`src/rtl/sas_pkg.sv`:
```
package sas_pkg;

  // How a consumed pair is merged with the held-over sample
  typedef enum logic [1:0] {
    TAKE_PAIR = 2'd0,  // no hold, no skip: shift p0,p1
    TAKE_HELD = 2'd1,  // hold, no skip: shift hold,p0; keep p1
    DROP_WAIT = 2'd2,  // no hold, skip: drop p0, keep p1, no shift
    DROP_HELD = 2'd3   // hold, skip: drop hold, shift p0,p1
  } take_e;

  function automatic take_e take_mode(input logic held, input logic skip);
    take_e m;
    case ({skip, held})
      2'b00:   m = TAKE_PAIR;
      2'b01:   m = TAKE_HELD;
      2'b10:   m = DROP_WAIT;
      default: m = DROP_HELD;
    endcase
    return m;
  endfunction

  // A window advance happens in every mode but the waiting drop
  function automatic logic mode_shifts(input take_e m);
    return (m != DROP_WAIT);
  endfunction

  // Modes that leave one sample pending afterwards
  function automatic logic mode_holds(input take_e m);
    return (m == TAKE_HELD) || (m == DROP_WAIT);
  endfunction

  // The held sample goes first only when it is neither dropped nor absent
  function automatic logic held_leads(input take_e m);
    return (m == TAKE_HELD);
  endfunction

endpackage

```
`src/rtl/sas_in_reg.sv`:
```
module sas_in_reg #(
  parameter int SW = 7
) (
  input  logic          clk,
  input  logic          rst,
  input  logic          load,
  input  logic [SW-1:0] d0_i,
  input  logic [SW-1:0] d0_q,
  input  logic [SW-1:0] d1_i,
  input  logic [SW-1:0] d1_q,
  output logic [SW-1:0] q0_i,
  output logic [SW-1:0] q0_q,
  output logic [SW-1:0] q1_i,
  output logic [SW-1:0] q1_q,
  output logic          full
);

  always_ff @(posedge clk) begin
    if (rst) begin
      q0_i <= '0;
      q0_q <= '0;
      q1_i <= '0;
      q1_q <= '0;
      full <= 1'b0;
    end else if (load) begin
      q0_i <= d0_i;
      q0_q <= d0_q;
      q1_i <= d1_i;
      q1_q <= d1_q;
      full <= 1'b1;
    end
  end

endmodule

```
`src/rtl/sas_skip_ctrl.sv`:
```
module sas_skip_ctrl
  import sas_pkg::*;
#(
  parameter int SW = 7
) (
  input  logic          clk,
  input  logic          rst,
  input  logic          consume,
  input  logic          skip,
  input  logic [SW-1:0] p0_i,
  input  logic [SW-1:0] p0_q,
  input  logic [SW-1:0] p1_i,
  input  logic [SW-1:0] p1_q,
  output logic [SW-1:0] old_i,
  output logic [SW-1:0] old_q,
  output logic [SW-1:0] new_i,
  output logic [SW-1:0] new_q,
  output logic          shift_en,
  output logic          held_vld
);

  logic [SW-1:0] held_i, held_q;
  take_e         mode;

  always_comb begin
    mode     = take_mode(held_vld, skip);
    shift_en = consume && mode_shifts(mode);
    if (held_leads(mode)) begin
      old_i = held_i;
      old_q = held_q;
      new_i = p0_i;
      new_q = p0_q;
    end else begin
      old_i = p0_i;
      old_q = p0_q;
      new_i = p1_i;
      new_q = p1_q;
    end
  end

  always_ff @(posedge clk) begin
    if (rst) begin
      held_vld <= 1'b0;
      held_i   <= '0;
      held_q   <= '0;
    end else if (consume) begin
      held_vld <= mode_holds(mode);
      held_i   <= p1_i;
      held_q   <= p1_q;
    end
  end

endmodule

```
`src/rtl/sas_window.sv`:
```
module sas_window #(
  parameter int SW    = 7,
  parameter int DEPTH = 16
) (
  input  logic                clk,
  input  logic                rst,
  input  logic                shift_en,
  input  logic [SW-1:0]       old_i,
  input  logic [SW-1:0]       old_q,
  input  logic [SW-1:0]       new_i,
  input  logic [SW-1:0]       new_q,
  output logic [DEPTH*SW-1:0] win_i,
  output logic [DEPTH*SW-1:0] win_q
);

  logic [SW-1:0] tap_i [DEPTH];
  logic [SW-1:0] tap_q [DEPTH];

  for (genvar k = 0; k < DEPTH; k++) begin : g_tap
    logic [SW-1:0] src_i, src_q;
    if (k == 0) begin : g_newest
      assign src_i = new_i;
      assign src_q = new_q;
    end else if (k == 1) begin : g_second
      assign src_i = old_i;
      assign src_q = old_q;
    end else begin : g_older
      assign src_i = tap_i[k-2];
      assign src_q = tap_q[k-2];
    end

    always_ff @(posedge clk) begin
      if (rst) begin
        tap_i[k] <= '0;
        tap_q[k] <= '0;
      end else if (shift_en) begin
        tap_i[k] <= src_i;
        tap_q[k] <= src_q;
      end
    end

    assign win_i[k*SW +: SW] = tap_i[k];
    assign win_q[k*SW +: SW] = tap_q[k];
  end

endmodule

```
`src/rtl/sas_aligner.sv`:
```
module sas_aligner #(
  parameter int SW    = 7,
  parameter int DEPTH = 16
) (
  input  logic                clk,
  input  logic                rst,
  input  logic                go,
  input  logic                skip_req,
  input  logic [SW-1:0]       smp0_i,
  input  logic [SW-1:0]       smp0_q,
  input  logic [SW-1:0]       smp1_i,
  input  logic [SW-1:0]       smp1_q,
  output logic [DEPTH*SW-1:0] win_i,
  output logic [DEPTH*SW-1:0] win_q,
  output logic                wr_valid
);

  logic [SW-1:0] r0_i, r0_q, r1_i, r1_q;
  logic [SW-1:0] o_i, o_q, n_i, n_q;
  logic          in_full;
  logic          consume;
  logic          shift_en;
  logic          held_vld;

  assign consume = go && in_full;

  sas_in_reg #(.SW(SW)) u_in (
    .clk  (clk),
    .rst  (rst),
    .load (go),
    .d0_i (smp0_i),
    .d0_q (smp0_q),
    .d1_i (smp1_i),
    .d1_q (smp1_q),
    .q0_i (r0_i),
    .q0_q (r0_q),
    .q1_i (r1_i),
    .q1_q (r1_q),
    .full (in_full)
  );

  sas_skip_ctrl #(.SW(SW)) u_ctrl (
    .clk      (clk),
    .rst      (rst),
    .consume  (consume),
    .skip     (skip_req),
    .p0_i     (r0_i),
    .p0_q     (r0_q),
    .p1_i     (r1_i),
    .p1_q     (r1_q),
    .old_i    (o_i),
    .old_q    (o_q),
    .new_i    (n_i),
    .new_q    (n_q),
    .shift_en (shift_en),
    .held_vld (held_vld)
  );

  sas_window #(.SW(SW), .DEPTH(DEPTH)) u_win (
    .clk      (clk),
    .rst      (rst),
    .shift_en (shift_en),
    .old_i    (o_i),
    .old_q    (o_q),
    .new_i    (n_i),
    .new_q    (n_q),
    .win_i    (win_i),
    .win_q    (win_q)
  );

  always_ff @(posedge clk) begin
    if (rst) wr_valid <= 1'b0;
    else     wr_valid <= shift_en;
  end

endmodule

```
`config.mk`:
```
export PLATFORM = sky130hd
export DESIGN_NAME = sas_aligner
export DESIGN_NICKNAME = d
export VERILOG_FILES = /design/src/rtl/sas_pkg.sv /design/src/rtl/sas_in_reg.sv /design/src/rtl/sas_skip_ctrl.sv /design/src/rtl/sas_window.sv /design/src/rtl/sas_aligner.sv
export SDC_FILE = /design/constraint.sdc
export NUM_CORES = 1
export LEC_CHECK = 0
export ABC_AREA = 1
export BUFFER_PORTS_ARGS = -buffer_cell sky130_fd_sc_hd__buf_2
export CAP_MARGIN = 20
export CELL_PAD_IN_SITES_DETAIL_PLACEMENT = 1
export CELL_PAD_IN_SITES_GLOBAL_PLACEMENT = 1
export CORE_MARGIN = 2
export CORE_UTILIZATION = 35
export CTS_CLUSTER_SIZE = 14
export DETAILED_ROUTE_END_ITERATION = 12
export PLACE_DENSITY = 0.73
export SLEW_MARGIN = 5
export SYNTH_ARGS = -nofsm -noshare
export SYNTH_HDL_FRONTEND = slang
export SYNTH_SLANG_ARGS = --single-unit
export TNS_END_PERCENT = 20
```
`constraint.sdc`:
```
create_clock -name clk -period 64.2 [get_ports clk]
set_input_delay 12.84 -clock clk [delete_from_list [all_inputs] [get_ports clk]]
set_output_delay 12.84 -clock clk [all_outputs]
set_load 0.02 [all_outputs]
```
Yosys cells after proc, flatten, opt, wreduce, memory -nomap -nowiden
Memory sizes are Yosys's and may differ from the RTL's.
Cells that the tools add are included.
{"block": "word_totals", "reg_bits": 45, "latch_bits": 0, "ramBits": 224, "rom_bits": 0, "word_cells": 94, "memories": 2}
{"block": "op_classes", "n_addsub": 0, "multipliers": 0, "div_mod_pow": 0, "n_lt_le_gt_ge": 0, "n_eq_ne": 5, "shifts": 0, "n_mux": 42, "n_bitwise": 32, "n_reduce_logical": 4}
{"name": "u_win.tap_i", "depth": 16, "width": 7, "read_ports": 16, "rd_ports_with_merged_regs": 0, "wr": 16, "line_no": "sas_window.sv:16", "rtl": "logic [SW-1:0] tap_i [DEPTH];"}
{"name": "u_win.tap_q", "depth": 16, "width": 7, "read_ports": 16, "rd_ports_with_merged_regs": 0, "wr": 16, "line_no": "sas_window.sv:17", "rtl": "logic [SW-1:0] tap_q [DEPTH];"}
{"op": "2-to-1 mux 7 bit", "count": 36}
{"op": "OR 1 bit", "count": 32}
{"op": "one-hot mux 2 bit (3 select lines)", "count": 1}
{"op": "2-to-1 mux 1 bit", "count": 5}
{"op": "== test 2 x 1 -> 1 bit (second input constant)", "count": 2}
{"op": "== test 2 bit (second input constant)", "count": 2}
{"op": "logical AND 1 bit", "count": 2}
{"op": "logical NOT 2 bit", "count": 1}
{"op": "!= test 2 bit (second input constant)", "count": 1}
{"op": "logical OR 1 bit", "count": 1}

Longest topological paths before layout
{"block": "depth", "word_depth": 8, "depth_mapped": 8, "depth_no_buf": 6}

By module
From an unflattened synthesis, not the netlist that was laid out.
{"block": "unflattened", "cells_unflattened": 1061, "hier_area_um2": 10839.1}
{"mod": "sas_window", "n_inst": 1, "cells_per_inst": 699, "area_each_um2": 8589.5}
{"mod": "sas_in_reg", "n_inst": 1, "cells_per_inst": 180, "area_each_um2": 1178.6}
{"mod": "sas_skip_ctrl", "n_inst": 1, "cells_per_inst": 177, "area_each_um2": 1033.5}
{"mod": "sas_aligner", "n_inst": 1, "cells_per_inst": 5, "area_each_um2": 37.5}

Worst setup path after synthesis
Ideal clock, no wire load.
{"block": "synth_timing", "kind": "in2reg", "startpoint": "input go", "endpoint": "memory u_win.tap_i[0][0] (enable)", "setup_time_ps": 1119, "arrival_ps": 28718, "required_time_ps": 63081, "path_slack_ps": 34363, "stages": 3, "path_cell_list": "nand2_4 > clkbuf_1 > o21ai_0"}
{"element": "start, declared", "line_no": "sas_aligner.sv:7", "rtl": "input logic go,"}
{"element": "end, declared", "line_no": "sas_window.sv:16"}

==> results.ini <==
[global_routing]
grt_busiest_layer = met2
antenna_found_initial = 0
grt_use_met1_pct = 18.5
grt_first_pass_wirelength_mm = 37.9
grt_max_degree = 123
grt.total_usage_pct = 14.9
grt_pass1_vias = 7186
grt_use_met3_pct = 2.59
grt.overflow.total = 0
met2_usage_pct = 26.9

[worst_setup_path]
crit_buf_inv = 3
critPathCapture = u_win.tap_q[2][0]
path_depth = 5
cp-end-kind = register
path_cells = buf_2 -> nand2_4 -> o21ai_4 -> buf_4 -> buf_4
critPathTopFamily = buffers and inverters
critPathLaunch = go
worstPathArrival_ps = 15620
r2r_slack_ps = 60890
r2r.worst_path.cells = 4
r2r_end = u_win.tap_q[2][0]
crit_type = input port to register
r2r-start = u_in.full
startpoint_type = input port
cp_max_fo = 87
cpMostUsedCell = buf_4
slowest_stage = buf_4
cp.required_ps = 64350
max_stage_delay_ps = 960

[synthesis]
ys_ff_latch = 269
netlist_instances = 1018
ys_seq_area_share_pct = 71.3
yosysWarnings = 0
synthesis.nets = 1053
synth_cell_type_count = 18
syn_area_um2 = 10700
syn_avg_cell_area_um2 = 10.5

[cells_and_area]
syn_to_final_growth_pct = 23.6
final_nets = 1300
num_antenna_cells = 0
final_cell_mix = 339 x nor2_1, 256 x buf_2, 254 x inv_1
design_area_um2 = 13200
fillers = 3474
drive_gt1_share_pct = 24.1
final_common_cell = nor2_1

[clock_tree]
cts.sinks = 269
cts_tree = yes
cts_resized = 0
cts_max_level = 1
clk_pin_slew_worst_paths_ps = 60
clk_path_buf_depth = 3
clk_latency_ps = 540
cts_buffers = 29
cts_setup_buffers = 0
cts-root-buf = clkbuf_16
hold_buffers = 0

[route]
wl_per_cell_um = 14.9
firstDrtPassIters = 4
vias = 7138
ant_nets = 0
drt_drc_violations_left = 0
via_per_inst = 4.24
wl_mm = 25.0
drt_iter0_markers = 462

[power_and_ir_drop]
pwr-share-seq_pct = 49.7
max-vdd-ir-drop_v = 0.0000181
powerDensity_nw_per_um2 = 31.0
internal_power_mw = 0.314
switching_power_mw = 0.0963
switching_share_pct = 23.5
p_leak_nw = 6.14
comb_power_share_pct = 8.0
power.total_mw = 0.410
clkPwrFrac_pct = 42.2

[timing]
max_freq_mhz = 64.7
post-route-min-period_ps = 15460
max_slew.worst_pin.slew_ps = 1100
worst_slack_ps = 48740
finalCritPeriodShare_pct = 24.1
fin_setup_tns_ps = 0
finClkSkew_ps = 15.0
slew_headroom_pct = 26.9
setup_viol = 0
rsz0062_at_grt = false
finalHoldViolCount = 0
slew_violations = 0

[die]
core_um2 = 30300
row_count = 64
dieArea_um2 = 32000
fp.dieH_um = 179
ios = 257
die_w_um = 179
initial_utilization_pct = 35.3

[min_path]
hold_path_depth = 2
hp-class = register to register

[status]
status = finished clean

[place]
dp_hpwl_mm = 17.0
placed_area_um2 = 12200
numPortBuffers = 256
pre_cts_slack_ps = 48170
finalWeightedCongestion = 0.757

[flow_run]
drv_cap = 0

[cells by family after synthesis]
kind of cell,Yosys count,synth area share [%]
flip-flops,269,71.3
buffers and inverters,302,12.0
adder cells (fa/ha/maj),3,0.351
AND/OR/NAND/NOR,400,14.3
AO/OA/AOI/OAI,44,2.06
[state kept, by name (all words and copies together) (netlist names)]
| name | flops |
|---|---|
| u_ctrl.held_q | 7 |
| u_in.q1_i | 7 |
| u_in.q1_q | 7 |
| u_ctrl.held_vld | 1 |
| wr_valid | 1 |
| u_in.q0_q | 7 |
| u_ctrl.held_i | 7 |
| u_win.tap_i | 112 |
| u_in.q0_i | 7 |
| u_in.full | 1 |
| u_win.tap_q | 112 |
[power by group through the flow]
| stage | combinational, mW | sequential, mW | clock (mW) |
|---|---|---|---|
| floorplan | 0.0114 | 0.222 | 0 |
| finish | 0.0329 | 0.204 | 0.173 |
| global placement | 0.0326 | 0.207 | 0 |
| global route | 0.0363 | 0.205 | 0.185 |
| detailed placement | 0.0332 | 0.208 | 0 |
| CTS | 0.0335 | 0.204 | 0.178 |
[cells in the mapped netlist]
cell	count	area, um2
nor2_1	339	1270
o21ai_0	29	145
edfxtp_1	224	6730
nand2_2	1	6.26
dfxtp_1	45	901
a21oi_1	15	75.1
buf_2	14	70.1
nand2_4	1	11.3
clkbuf_1	11	41.3
buf_1	2	7.51
nand2_1	43	161
nor2_2	1	6.26
inv_2	3	11.3
inv_1	254	953
ha_1	3	37.5
buf_6	17	191
buf_4	1	7.51
nand3_1	15	75.1
[final cells by class]
cell class	count	area [um2]	share of cell area, %
timing repair buffer	261	1330	10.0
inverter	257	965	7.29
clock buffer	40	797	6.03
sequential	269	7630	57.7
clock inverter	14	199	1.50
multi-input combinational	447	1820	13.7
tap	396	495	3.75
[through the flow]
step | hold slack [ps] | util [%] | std cells
global placement | 453 | 40.2 | 1629
floorplan | 439 | - | 1018
finish | 469 | 43.6 | 1684
detailed placement | 458 | 40.2 | 1629
CTS | 469 | 43.5 | 1683
global route | 490 | 43.6 | 1684
[worst register-to-register path: stages, from the launching register on]
cell	delay (ps)
dfxtp_1	760
nand2_4	260
o21ai_4	190
buf_4	660
buf_4	990
[worst min-delay path by stage]
stage,from,to,slack [ps]
6_report,u_ctrl.held_q[1],u_ctrl.held_q[1],470
5_1_grt,u_ctrl.held_q[1],u_ctrl.held_q[1],490
4_1_cts,u_ctrl.held_q[5],u_ctrl.held_q[5],470
3_5_place_dp,u_ctrl.held_q[5],u_ctrl.held_q[5],460
3_3_place_gp,u_ctrl.held_q[6],u_ctrl.held_q[6],450
2_1_floorplan,u_ctrl.held_i[1],u_ctrl.held_i[1],440
[layer usage]
layer  wire length, um  vias to the layer above
li1                  -                     3574
met1             10500                     3359
met2             12700                      179
met3              1440                       26
met4               399                        0
met5                 0                        -
Power figures use the tool's default switching activity.
